## src/rtl/ptx_pkg.sv

```systemverilog
package ptx_pkg;

  typedef enum logic [2:0] {
    ST_IDLE    = 3'd0,
    ST_SETUP   = 3'd1,
    ST_PULSE   = 3'd2,
    ST_ACKWAIT = 3'd3,
    ST_RELWAIT = 3'd4
  } ptxState_e;

  // Strobes from control to datapath
  typedef struct packed {
    logic loadData;
    logic loadSetup;
    logic loadStrobe;
    logic countDown;
    logic clearWait;
    logic countWait;
  } ptxCtl_t;

endpackage

```

## src/rtl/ptx_sync.sv

```systemverilog
module ptx_sync #(
  parameter int WIDTH  = 2,
  parameter int STAGES = 2
) (
  input  logic             clk,
  input  logic             rstN,
  input  logic [WIDTH-1:0] din,
  output logic [WIDTH-1:0] dout
);

  logic [WIDTH-1:0] stage [STAGES];

  for (genvar s = 0; s < STAGES; s++) begin : g_stage
    if (s == 0) begin : g_first
      always_ff @(posedge clk or negedge rstN) begin
        if (!rstN) stage[s] <= '0;
        else       stage[s] <= din;
      end
    end else begin : g_next
      always_ff @(posedge clk or negedge rstN) begin
        if (!rstN) stage[s] <= '0;
        else       stage[s] <= stage[s-1];
      end
    end
  end

  assign dout = stage[STAGES-1];

endmodule

```

## src/rtl/ptx_datapath.sv

```systemverilog
module ptx_datapath
  import ptx_pkg::*;
#(
  parameter int DATA_W = 8,
  parameter int CNT_W  = 8,
  parameter int WAIT_W = 16
) (
  input  logic              clk,
  input  logic              rstN,
  input  ptxCtl_t           ctl,
  input  logic [DATA_W-1:0] inData,
  input  logic [CNT_W-1:0]  setupCycles,
  input  logic [CNT_W-1:0]  strobeCycles,
  input  logic [WAIT_W-1:0] timeoutLimit,
  output logic [DATA_W-1:0] linkData,
  output logic              phaseZero,
  output logic              waitHit
);

  logic [DATA_W-1:0] dataReg;
  logic [CNT_W-1:0]  phaseCnt;
  logic [WAIT_W-1:0] waitCnt;

  always_ff @(posedge clk or negedge rstN) begin
    if (!rstN)            dataReg <= '0;
    else if (ctl.loadData) dataReg <= inData;
  end

  always_ff @(posedge clk or negedge rstN) begin
    if (!rstN)               phaseCnt <= '0;
    else if (ctl.loadSetup)  phaseCnt <= setupCycles;
    else if (ctl.loadStrobe) phaseCnt <= strobeCycles;
    else if (ctl.countDown)  phaseCnt <= phaseCnt - 1'b1;
  end

  always_ff @(posedge clk or negedge rstN) begin
    if (!rstN)              waitCnt <= '0;
    else if (ctl.clearWait) waitCnt <= '0;
    else if (ctl.countWait) waitCnt <= waitCnt + 1'b1;
  end

  assign linkData  = dataReg;
  assign phaseZero = (phaseCnt == '0);
  assign waitHit   = (waitCnt == timeoutLimit);

endmodule

```

## src/rtl/ptx_ctrl.sv

```systemverilog
module ptx_ctrl
  import ptx_pkg::*;
(
  input  logic    clk,
  input  logic    rstN,
  input  logic    inValid,
  input  logic    busySeen,
  input  logic    ackSeen,
  input  logic    phaseZero,
  input  logic    waitHit,
  output ptxCtl_t ctl,
  output logic    inReady,
  output logic    strobeN,
  output logic    txActive,
  output logic    timeoutFlag
);

  ptxState_e state, stateNext;
  logic      raiseTimeout;

  assign inReady  = (state == ST_IDLE) && !busySeen;
  assign strobeN  = !((state == ST_PULSE) || (state == ST_ACKWAIT));
  assign txActive = (state != ST_IDLE);

  always_comb begin
    ctl          = '0;
    stateNext    = state;
    raiseTimeout = 1'b0;
    unique case (state)
      ST_IDLE: begin
        if (inValid && inReady) begin
          ctl.loadData  = 1'b1;
          ctl.loadSetup = 1'b1;
          stateNext     = ST_SETUP;
        end
      end
      ST_SETUP: begin
        if (phaseZero) begin
          ctl.loadStrobe = 1'b1;
          stateNext      = ST_PULSE;
        end else begin
          ctl.countDown = 1'b1;
        end
      end
      ST_PULSE: begin
        if (phaseZero) begin
          ctl.clearWait = 1'b1;
          stateNext     = ST_ACKWAIT;
        end else begin
          ctl.countDown = 1'b1;
        end
      end
      ST_ACKWAIT: begin
        if (ackSeen) begin
          ctl.clearWait = 1'b1;
          stateNext     = ST_RELWAIT;
        end else if (waitHit) begin
          raiseTimeout = 1'b1;
          stateNext    = ST_IDLE;
        end else begin
          ctl.countWait = 1'b1;
        end
      end
      ST_RELWAIT: begin
        if (!ackSeen) begin
          stateNext = ST_IDLE;
        end else if (waitHit) begin
          raiseTimeout = 1'b1;
          stateNext    = ST_IDLE;
        end else begin
          ctl.countWait = 1'b1;
        end
      end
      default: stateNext = ST_IDLE;
    endcase
  end

  always_ff @(posedge clk or negedge rstN) begin
    if (!rstN) state <= ST_IDLE;
    else       state <= stateNext;
  end

  always_ff @(posedge clk or negedge rstN) begin
    if (!rstN)             timeoutFlag <= 1'b0;
    else if (raiseTimeout) timeoutFlag <= 1'b1;
  end

endmodule

```

## src/rtl/par_tx_handshake.sv

```systemverilog
module par_tx_handshake
  import ptx_pkg::*;
#(
  parameter int DATA_W = 8,
  parameter int CNT_W  = 8,
  parameter int WAIT_W = 16
) (
  input  logic              clk,
  input  logic              rstN,
  input  logic [DATA_W-1:0] inData,
  input  logic              inValid,
  output logic              inReady,
  input  logic [CNT_W-1:0]  setupCycles,
  input  logic [CNT_W-1:0]  strobeCycles,
  input  logic [WAIT_W-1:0] timeoutLimit,
  output logic [DATA_W-1:0] linkData,
  output logic              strobeN,
  input  logic              ackN,
  input  logic              linkBusy,
  output logic              txActive,
  output logic              timeoutFlag
);

  localparam int SYNC_W = 2;

  logic [SYNC_W-1:0] rawIn, syncOut;
  logic              ackSeen, busySeen;
  logic              phaseZero, waitHit;
  ptxCtl_t           ctl;

  assign rawIn    = {linkBusy, ~ackN};
  assign ackSeen  = syncOut[0];
  assign busySeen = syncOut[1];

  ptx_sync #(.WIDTH(SYNC_W), .STAGES(2)) u_sync (
    .clk  (clk),
    .rstN (rstN),
    .din  (rawIn),
    .dout (syncOut)
  );

  ptx_ctrl u_ctrl (
    .clk         (clk),
    .rstN        (rstN),
    .inValid     (inValid),
    .busySeen    (busySeen),
    .ackSeen     (ackSeen),
    .phaseZero   (phaseZero),
    .waitHit     (waitHit),
    .ctl         (ctl),
    .inReady     (inReady),
    .strobeN     (strobeN),
    .txActive    (txActive),
    .timeoutFlag (timeoutFlag)
  );

  ptx_datapath #(.DATA_W(DATA_W), .CNT_W(CNT_W), .WAIT_W(WAIT_W)) u_dp (
    .clk          (clk),
    .rstN         (rstN),
    .ctl          (ctl),
    .inData       (inData),
    .setupCycles  (setupCycles),
    .strobeCycles (strobeCycles),
    .timeoutLimit (timeoutLimit),
    .linkData     (linkData),
    .phaseZero    (phaseZero),
    .waitHit      (waitHit)
  );

endmodule

```

## config.mk

```make
export PLATFORM = sky130hd
export DESIGN_NAME = par_tx_handshake
export DESIGN_NICKNAME = d
export VERILOG_FILES = /design/src/rtl/ptx_pkg.sv /design/src/rtl/ptx_sync.sv /design/src/rtl/ptx_datapath.sv /design/src/rtl/ptx_ctrl.sv /design/src/rtl/par_tx_handshake.sv
export SDC_FILE = /design/constraint.sdc
export NUM_CORES = 1
export LEC_CHECK = 0
export ABC_AREA = 0
export BUFFER_PORTS_ARGS = -buffer_cell sky130_fd_sc_hd__buf_4
export CAP_MARGIN = 20
export CORE_MARGIN = 8
export CORE_UTILIZATION = 48
export CTS_CLUSTER_SIZE = 12
export DETAILED_ROUTE_END_ITERATION = 10
export PLACE_DENSITY = 0.76
export SETUP_SLACK_MARGIN = 0.1
export SLEW_MARGIN = 25
export SYNTH_ARGS = -nofsm -noshare
export SYNTH_HDL_FRONTEND = slang
export SYNTH_HIERARCHICAL = 1
export SYNTH_SLANG_ARGS = --single-unit
export TNS_END_PERCENT = 30
```

## constraint.sdc

```tcl
create_clock -name clk -period 2.5 [get_ports clk]
set_clock_uncertainty 0.15 [all_clocks]
set_input_delay 0.25 -clock clk [delete_from_list [all_inputs] [get_ports clk]]
set_output_delay 0.25 -clock clk [all_outputs]
set_load 0.02 [all_outputs]
```

=== Yosys cells after proc, flatten, opt, wreduce, memory -nomap -nowiden ===
Index checks and enable logic that the tools add are counted.

* Register bits: 40
* Input bits: 45

* Equal/unequal tests: 8
* Bitwise gates (word level): 1
* Multiplexer cells: 28
* Add/subtract/negate cells: 2
* Reduce and logical (&&, ||, !) cells: 12

{| class="wikitable"
|+ Operator list
! kind !! count
|-
| 16-bit two-way mux || 2
|-
| 8-bit two-way mux || 3
|-
| 3-bit two-way mux || 6
|-
| 16-bit by 1-bit adder with 16-bit output (second input constant) || 1
|-
| 16-bit equality test || 1
|-
| 3-bit one-hot mux with 5 select lines || 1
|-
| 1-bit two-way mux || 11
|-
| 8-bit zero test || 1
|-
| 8-bit by 1-bit subtractor with 8-bit output (second input constant) || 1
|-
| 3-bit by 2-bit equality test with 1-bit output (second input constant) || 2
|-
| 2-bit inequality test (second input constant) || 3
|-
| 1-bit one-hot mux with 2 select lines || 3
|-
| 3-bit nonzero test || 2
|-
| 2-bit two-way mux || 2
|-
| 3-bit by 1-bit equality test with 1-bit output (second input constant) || 1
|-
| 3-bit equality test (second input constant) || 1
|-
| 3-bit zero test || 1
|-
| 3-bit AND reduction || 1
|-
| 1-bit logical AND || 2
|-
| 1-bit zero test || 2
|-
| 2-bit nonzero test || 1
|-
| 2-bit OR reduction || 1
|-
| 1-bit logical OR || 1
|-
| 1-bit NOT || 1
|}

=== Depth between registers and ports, before layout ===
Gate-level depths: netlist (run 1).

* Depth after elaboration: 6
* Depth in mapped cells: 10
* Mapped depth without buffers: 9

=== Cells and area by module ===
The synthesis (run 1) kept the hierarchy.

{| class="wikitable"
|+ By module, submodules not included
! module !! cells each !! area each (µm²) !! seq. area each (µm²) !! instances
|-
| ptx_datapath || 182 || 1826.8 || 800.8 || 1
|-
| ptx_ctrl || 33 || 307.8 || 100.1 || 1
|-
| ptx_sync || 6 || 115.1 || 100.1 || 1
|-
| par_tx_handshake || 1 || 3.8 || 0.0 || 1
|}

=== Worst setup path before layout (run 1) ===
OpenSTA, ideal clock, no wires.

* Kind: reg-to-reg
* From: reg u_dp.phaseCnt[4]
* To: reg u_dp.waitCnt[15]
* Path slack: -0.045 ns
* Arrival time: 2.270 ns
* Library setup time: 0.125 ns
* Cell stages (with the launch flop): 10
* Cells stage by stage: dfrtp_1 -> nor4_1 -> and3_1 -> mux2i_1 -> nor2_1 -> buf_2 -> o2111ai_4 -> nor3_1 -> nand3_1 -> mux2_2

{| class="wikitable"
|+ RTL lines
! element !! line !! source
|-
| start, declared || ptx_datapath.sv:21 || <nowiki>logic [CNT_W-1:0] phaseCnt;</nowiki>
|-
| start signal, assigned || ptx_datapath.sv:31 || <nowiki>else if (ctl.loadSetup) phaseCnt <= setupCycles;</nowiki>
|-
| start signal, assigned || ptx_datapath.sv:32 || <nowiki>else if (ctl.loadStrobe) phaseCnt <= strobeCycles;</nowiki>
|-
| start signal, assigned || ptx_datapath.sv:33 || <nowiki>else if (ctl.countDown) phaseCnt <= phaseCnt - 1'b1;</nowiki>
|-
| end signal, assigned || ptx_datapath.sv:39 || <nowiki>else if (ctl.countWait) waitCnt <= waitCnt + 1'b1;</nowiki>
|-
| end, declared || ptx_datapath.sv:22 || <nowiki>logic [WAIT_W-1:0] waitCnt;</nowiki>
|}

==> flow_summary_export.csv, run 1 <==
group,metric,value,unit
global_route,antenna_found_initial,0,
floorplan,fp-row-count,25,
yosys,syn_avg_cell_area,10.2,µm²
sta,rsz0062_at_grt,"yes",
route,drt_pass1_iterations,4,
worst_setup_path,worstReg2RegEnd,"u_dp/waitCnt[14]",
worst_setup_path,worst_ep_required_time,2570,ps
clocking,cts.clk_slew.worst_paths,80,ps
worst_setup_path,cp_max_fo,4,
sta,tightest_slew,503,ps
placement,dpl.hpwl,3.82,mm
yosys,async_flop_share,1.00,
finish,nets,350,
clocking,clk_latency,290,ps
global_route,grt_max_degree,41,
route,wl_per_cell,14.4,µm
sta,tns,0,ps
worst_setup_path,startpoint,"u_dp/phaseCnt[4]",
route,vias,1857,
clocking,cts_root_buffer,"clkbuf_8",
yosys,synth_area,2250,µm²
floorplan,die_width,84.5,µm
yosys,synth_top_area_frac,0.444,
floorplan,start_util,0.487,
global_route,grt_pass1_vias,1931,
sta,fmax,425,MHz
worst_setup_path,r2r_slack,150,ps
yosys,synth_largest_area_cell,"dfrtp_1",
route,ant_nets,0,
yosys,synth_cell_type_count,43,
power_and_ir_drop,cellPowerDensity,860,nW/µm²
worst_setup_path,cp_slowest_cell,"dfrtp_1",
placement,dp.cells,337,
yosys,synth_edf_count,0,
worst_setup_path,r2r-start,"u_dp/phaseCnt[4]",
hold_path,hp-start,"setupCycles[7]",
yosys,ys_ff_latch,40,
worst_setup_path,ff2ff_path_depth,9,
sta,timing_hold_violations_final,0,
worst_setup_path,worstSetupStartpointType,"flop",
floorplan,ios,57,
worst_setup_path,cpMostUsedCell,"or3_1",
status,status,"completed",
yosys,synth_nets,270,
hold_path,min_path_type,"in -> reg",
global_route,grt_pass1_wl,8.56,mm
route,drcViolationCount,0,
worst_setup_path,cp_data_arrival_time,2420,ps
worst_setup_path,crit_path_end_kind,"flop",
floorplan,coreArea,4630,µm²
finish,drive_gt1_frac,0.406,
yosys,ys.flop_type,"dfrtp_1",
finish,antenna_cells,0,
sta,slew_violations,0,
floorplan,die_y,84.5,µm
route,viasPerCell,5.20,
finish,final_cells,357,
clocking,cts_buffer_depth,2,
placement,gp_congestion,0.799,
sta,relSlewSlack,0.665,
clocking,cts_tree,"built",
worst_setup_path,max_stage_delay,410,ps
worst_setup_path,crit_chain,"nor4_4 > and3_4 > mux2i_1 > nor2_1 > buf_4 > o211ai_1 > or3_1 > or3_1 > a21oi_1",
sta,setup_viol,0,
power_and_ir_drop,power.leakage,1.42,nW
sta,fin_crit,2350,ps
yosys,syn_inst,222,
yosys,yosysSeqAreaShare,0.444,
clocking,cts_max_level,2,
floorplan,die-area,7140,µm²
worst_setup_path,path_class,"reg -> reg",
placement,port-buffer-count,56,
yosys,ys_warn_count,6,
flow_run,maxCapViolCount,0,
power_and_ir_drop,ir_drop,0.861,mV
route,routed_wl,5.15,mm
route,drt_iter0_markers,57,
global_route,gr-usage-all-layers,0.148,
global_route,grt-ovfl-total,0,
finish,area_delta_synth_final,37.2,%
yosys,synth.top_cells.by_area,"dfrtp_1, xnor2_1, mux2_2",
worst_setup_path,cp-endpoint,"u_dp/waitCnt[14]",
sta,period_share,0.940,
clocking,cts_buffers,5,
clocking,cts.sinks,40,
[per-layer routing]
| metal | global-route usage | part of all wire |
|---|---|---|
| met4 | 0.0744 | 0.020 |
| met2 | 0.246 | 0.52 |
| met5 | 0 | 0 |
| met1 | 0.172 | 0.42 |
| met3 | 0.0390 | 0.039 |
[Yosys cell counts (all sizes together) (2+ instances only)]
master / number
mux2: 9
nor4: 8
or3: 6
inv: 7
nor2: 20
xnor2: 26
mux2i: 6
xor2: 6
nand3b: 2
nand2: 13
nand4: 8
nand3: 5
o21ai: 8
and2: 2
buf: 10
a21oi: 11
ha: 3
o22ai: 2
dfrtp: 40
clkbuf: 5
and3: 4
nor3: 5
nor2b: 2
[repair_timing]
action | in CTS | in global routing
setup endpoints to repair | 6 | 11
gates resized for setup | 1 | 9
hold buffers | 3 | 0
setup buffers | 4 | 5
endpoints found under the hold margin | 42 | 0
pin swaps | 2 | 5
[worst min path at each step]
stage	to	slack, ps	cells after the start
after CTS	u_dp/phaseCnt[0]	9	3
after floorplan	u_ctrl/state[0]	-200	0
final	u_dp/phaseCnt[7]	20	3
after global placement	u_dp/waitCnt[12]	100	1
after global routing	u_dp/phaseCnt[1]	10	3
after detailed placement	u_dp/waitCnt[10]	110	1
[sequential cells by signal (all words and copies together), names as in the netlist]
| name | count |
|---|---|
| u_ctrl/timeoutFlag | 1 |
| u_dp/phaseCnt | 8 |
| u_sync/dout | 2 |
| u_ctrl/state | 3 |
| u_sync/stage | 2 |
| u_dp/waitCnt | 16 |
| u_dp/linkData | 8 |
[critical path: cells and delay by family, from the launching register on]
kind | cells | cell delay, ps
buffers and inverters | 1 | 140
AND/OR/NAND/NOR | 5 | 1270
multiplexers | 1 | 60
AO/OA/AOI/OAI | 2 | 250
flip-flops | 1 | 410
[layout by cell type, fill, tap and decap left out, types with 5 or more instances in the layout]
master    count
nand2_1      13
dfrtp_1      38
buf_4        85
inv_1         7
clkbuf_8      5
nor4_1        5
a21oi_1      11
o21ai_0       8
xnor2_1      23
mux2i_1       6
xor2_1        6
nand3_1       5
mux2_2        9
nor2_1       19
nand4_1       7
[cells by family (layout without fill, tap and decap cells)]
kind of cell | count (synthesis) | count (layout) | synth area share
buffers and inverters | 22 | 103 | 0.0505
AOI/OAI and AO/OA | 31 | 31 | 0.0927
xor gates and xnor gates | 32 | 32 | 0.124
and+or+nand+nor | 79 | 79 | 0.200
adders and majority gates | 3 | 3 | 0.0167
DFF | 40 | 40 | 0.444
muxes | 15 | 15 | 0.0716
[layout make-up]
type | count | area [µm²]
fill | 368 | 1540
timing repair buffer | 88 | 668
sequential | 40 | 1000
clock inverter | 3 | 42.5
multi-input combinational | 160 | 1210
inverter | 7 | 26.3
tap | 54 | 67.6
clock buffer | 5 | 68.8
[metrics by stage]
stage / hold WS (ps) / total power [mW] / setup slack [ps] / area [µm²] / utilization
after global placement: 104 / 2.07 / 95.2 / 2830 / 0.611
after global routing: 13.4 / 2.85 / 20.7 / 3090 / 0.668
after CTS: 8.83 / 2.67 / 94.6 / 3010 / 0.649
after detailed placement: 110 / 2.10 / 19.9 / 2830 / 0.611
after floorplan: -196 / 1.67 / 58.9 / 2280 / -
final: 16.1 / 2.66 / 150 / 3090 / 0.668
[power by group]
part	internal [mW]	leakage, nW	switching, mW	total (mW)
logic	0.608	0.860	0.570	1.18
clock network	0.295	0.0541	0.228	0.523
registers	0.823	0.504	0.134	0.957
total	1.73	1.42	0.931	2.66
Power figures use the tool's default switching activity.
==> inputs of run 2 (changes only) <==
- REMOVE_ABC_BUFFERS: not set -> 1
==> run 2 against run 1 <==
Against the previous run: sequential power grew 1%; critical endpoint unchanged; first-iteration DRC count grew 53%; count of clock-buffer cells in the layout is 2 higher; routed wire length grew 5.5%; cell count unchanged; clock power rose by 11%; flip-flop and latch count unchanged; final area is 1.3% higher; critical path depth did not move; highest routed layer unchanged.
==> flow_summary_export.csv, run 2 (synthesis results as in run 1) <==
group,metric,value,unit
floorplan,fp-row-count,25,
placement,dp_worst_setup_slack,-63.6,ps
worst_setup_path,cp_data_arrival_time,2530,ps
finish,layout_common_cells,"buf_4, dfrtp_1, xnor2_1",
worst_setup_path,worst_ep_required_time,2580,ps
route,drcViolationCount,0,
floorplan,die_width,84.5,µm
sta,fmax,407,MHz
flow_run,maxCapViolCount,0,
clocking,cts_max_level,2,
worst_setup_path,ff2ff_path_depth,9,
worst_setup_path,crit_chain,"nor4_4 > and3_4 > mux2i_1 > nor2_1 > buf_4 > o211ai_1 > or3_1 > or3_4 > a21oi_2",
floorplan,ios,57,
worst_setup_path,cp_slowest_cell,"dfrtp_1",
sta,relSlewSlack,0.658,
clocking,cts.clk_slew.worst_paths,80,ps
finish,final_common_cell,"buf_4",
placement,dp.cells,341,
finish,fillers,347,
worst_setup_path,cp_max_fo,5,
power_and_ir_drop,cellPowerDensity,878,nW/µm²
finish,antenna_cells,0,
floorplan,die_y,84.5,µm
finish,regMostFlops,"u_dp/waitCnt",
clocking,cts_buffers,5,
finish,area_delta_synth_final,39.0,%
global_route,grt_pass1_wl,8.56,mm
floorplan,die-area,7140,µm²
worst_setup_path,cp_num_buf_inv,1,
power_and_ir_drop,power.leakage,1.43,nW
finish,drive_gt1_frac,0.413,
sta,setup_viol,0,
sta,rsz0062_at_grt,"yes",
hold_path,min_path_type,"in -> reg",
sta,period_share,0.982,
global_route,grt_pass1_vias,1873,
worst_setup_path,crit_cells,9,
worst_setup_path,crit_path_end_kind,"flop",
worst_setup_path,path_class,"reg -> reg",
global_route,antenna_found_initial,0,
worst_setup_path,worstSetupStartpointType,"flop",
sta,tns,0,ps
placement,port-buffer-count,56,
worst_setup_path,path_delay_family,"simple AND/OR/NAND/NOR gates",
route,drt_iter0_markers,87,
sta,fin_crit,2450,ps
finish,nets,350,
route,viasPerCell,5.29,
placement,gp_congestion,0.821,
sta,fin_ws,45.6,ps
sta,tightest_slew,512,ps
clocking,clk_latency,290,ps
clocking,cts.sinks,40,
hold_path,worstHoldPathCells,3,
sta,slew_violations,0,
clocking,cts_buffer_depth,2,
clocking,cts_tree,"built",
global_route,grt-ovfl-total,0,
floorplan,coreArea,4630,µm²
placement,dpl.hpwl,3.89,mm
floorplan,start_util,0.487,
route,drt_pass1_iterations,4,
route,routed_wl,5.44,mm
finish,final_cells,357,
status,status,"completed",
clocking,cts_root_buffer,"clkbuf_8",
worst_setup_path,max_stage_delay,410,ps
global_route,gr-usage-all-layers,0.148,
sta,timing_hold_violations_final,0,
finish,largest_reg_flops,16,
power_and_ir_drop,ir_drop,0.772,mV
global_route,grt_max_degree,41,
finish,fin_util,0.676,
route,ant_nets,0,
route,wl_per_cell,15.2,µm
route,vias,1889,
[run 2: cell count changes in the layout (fill, tap and decap cells not counted), sizes merged]
cell and change:
clkbuf +2, clkinv -1, clkinvlp -1
[run 2: worst paths after layout]
kind / startpoint / endpoint / slack, ps
setup / recovery: u_dp/phaseCnt[6] / u_dp/waitCnt[14] / 50
max in group asynchronous: rstN / u_dp/waitCnt[10] / 1520
setup reg to reg: u_dp/phaseCnt[6] / u_dp/waitCnt[14] / 50
hold / removal: setupCycles[2] / u_dp/phaseCnt[2] / 10
hold reg to reg: u_sync/stage[2] / u_sync/dout[0] / 200
min in group asynchronous: rstN / u_dp/waitCnt[12] / 320
[run 2: metrics by stage]
step	hold slack [ps]	cell area, µm²	power (mW)
2_1_floorplan	-196	2170	1.62
3_3_place_gp	113	2830	2.06
3_5_place_dp	110	2830	2.09
4_1_cts	7.14	3030	2.72
5_1_grt	8.29	3130	2.93
6_report	9.93	3130	2.75
[run 2: layout make-up]
type                    count  area (µm²)  area share
multi-input cells         160        1240       0.395
flip-flops and latches     40        1000       0.320
repair buffers             88         672       0.215
clock buffers               7        96.3      0.0308
well taps                  54        67.6      0.0216
clock inverters             1        30.0     0.00959
inverters                   7        26.3     0.00839
[run 2: worst min-delay path: stages]
cell and delay [ps]:
buf_4 80, nand2_1 40, o21ai_0 60
[run 2: timing repair]
action                                  CTS  global route
gates resized for setup                   5            15
hold endpoints to repair                 42             0
endpoints found under the setup margin   10            12
setup buffers                             1             4
hold buffers                              3             0
pin swaps                                 0             9
[run 2: metal layers]
metal	GRT usage	share of wire
met1	0.173	0.42
met2	0.251	0.53
met3	0.0400	0.038
met4	0.0534	0.015
met5	0	0
[run 2: power by group]
group          internal, mW  switching (mW)  leakage, nW
clock                 0.352           0.229       0.0645
combinational         0.619           0.578        0.863
sequential            0.823           0.148        0.505
total                  1.79           0.956         1.43
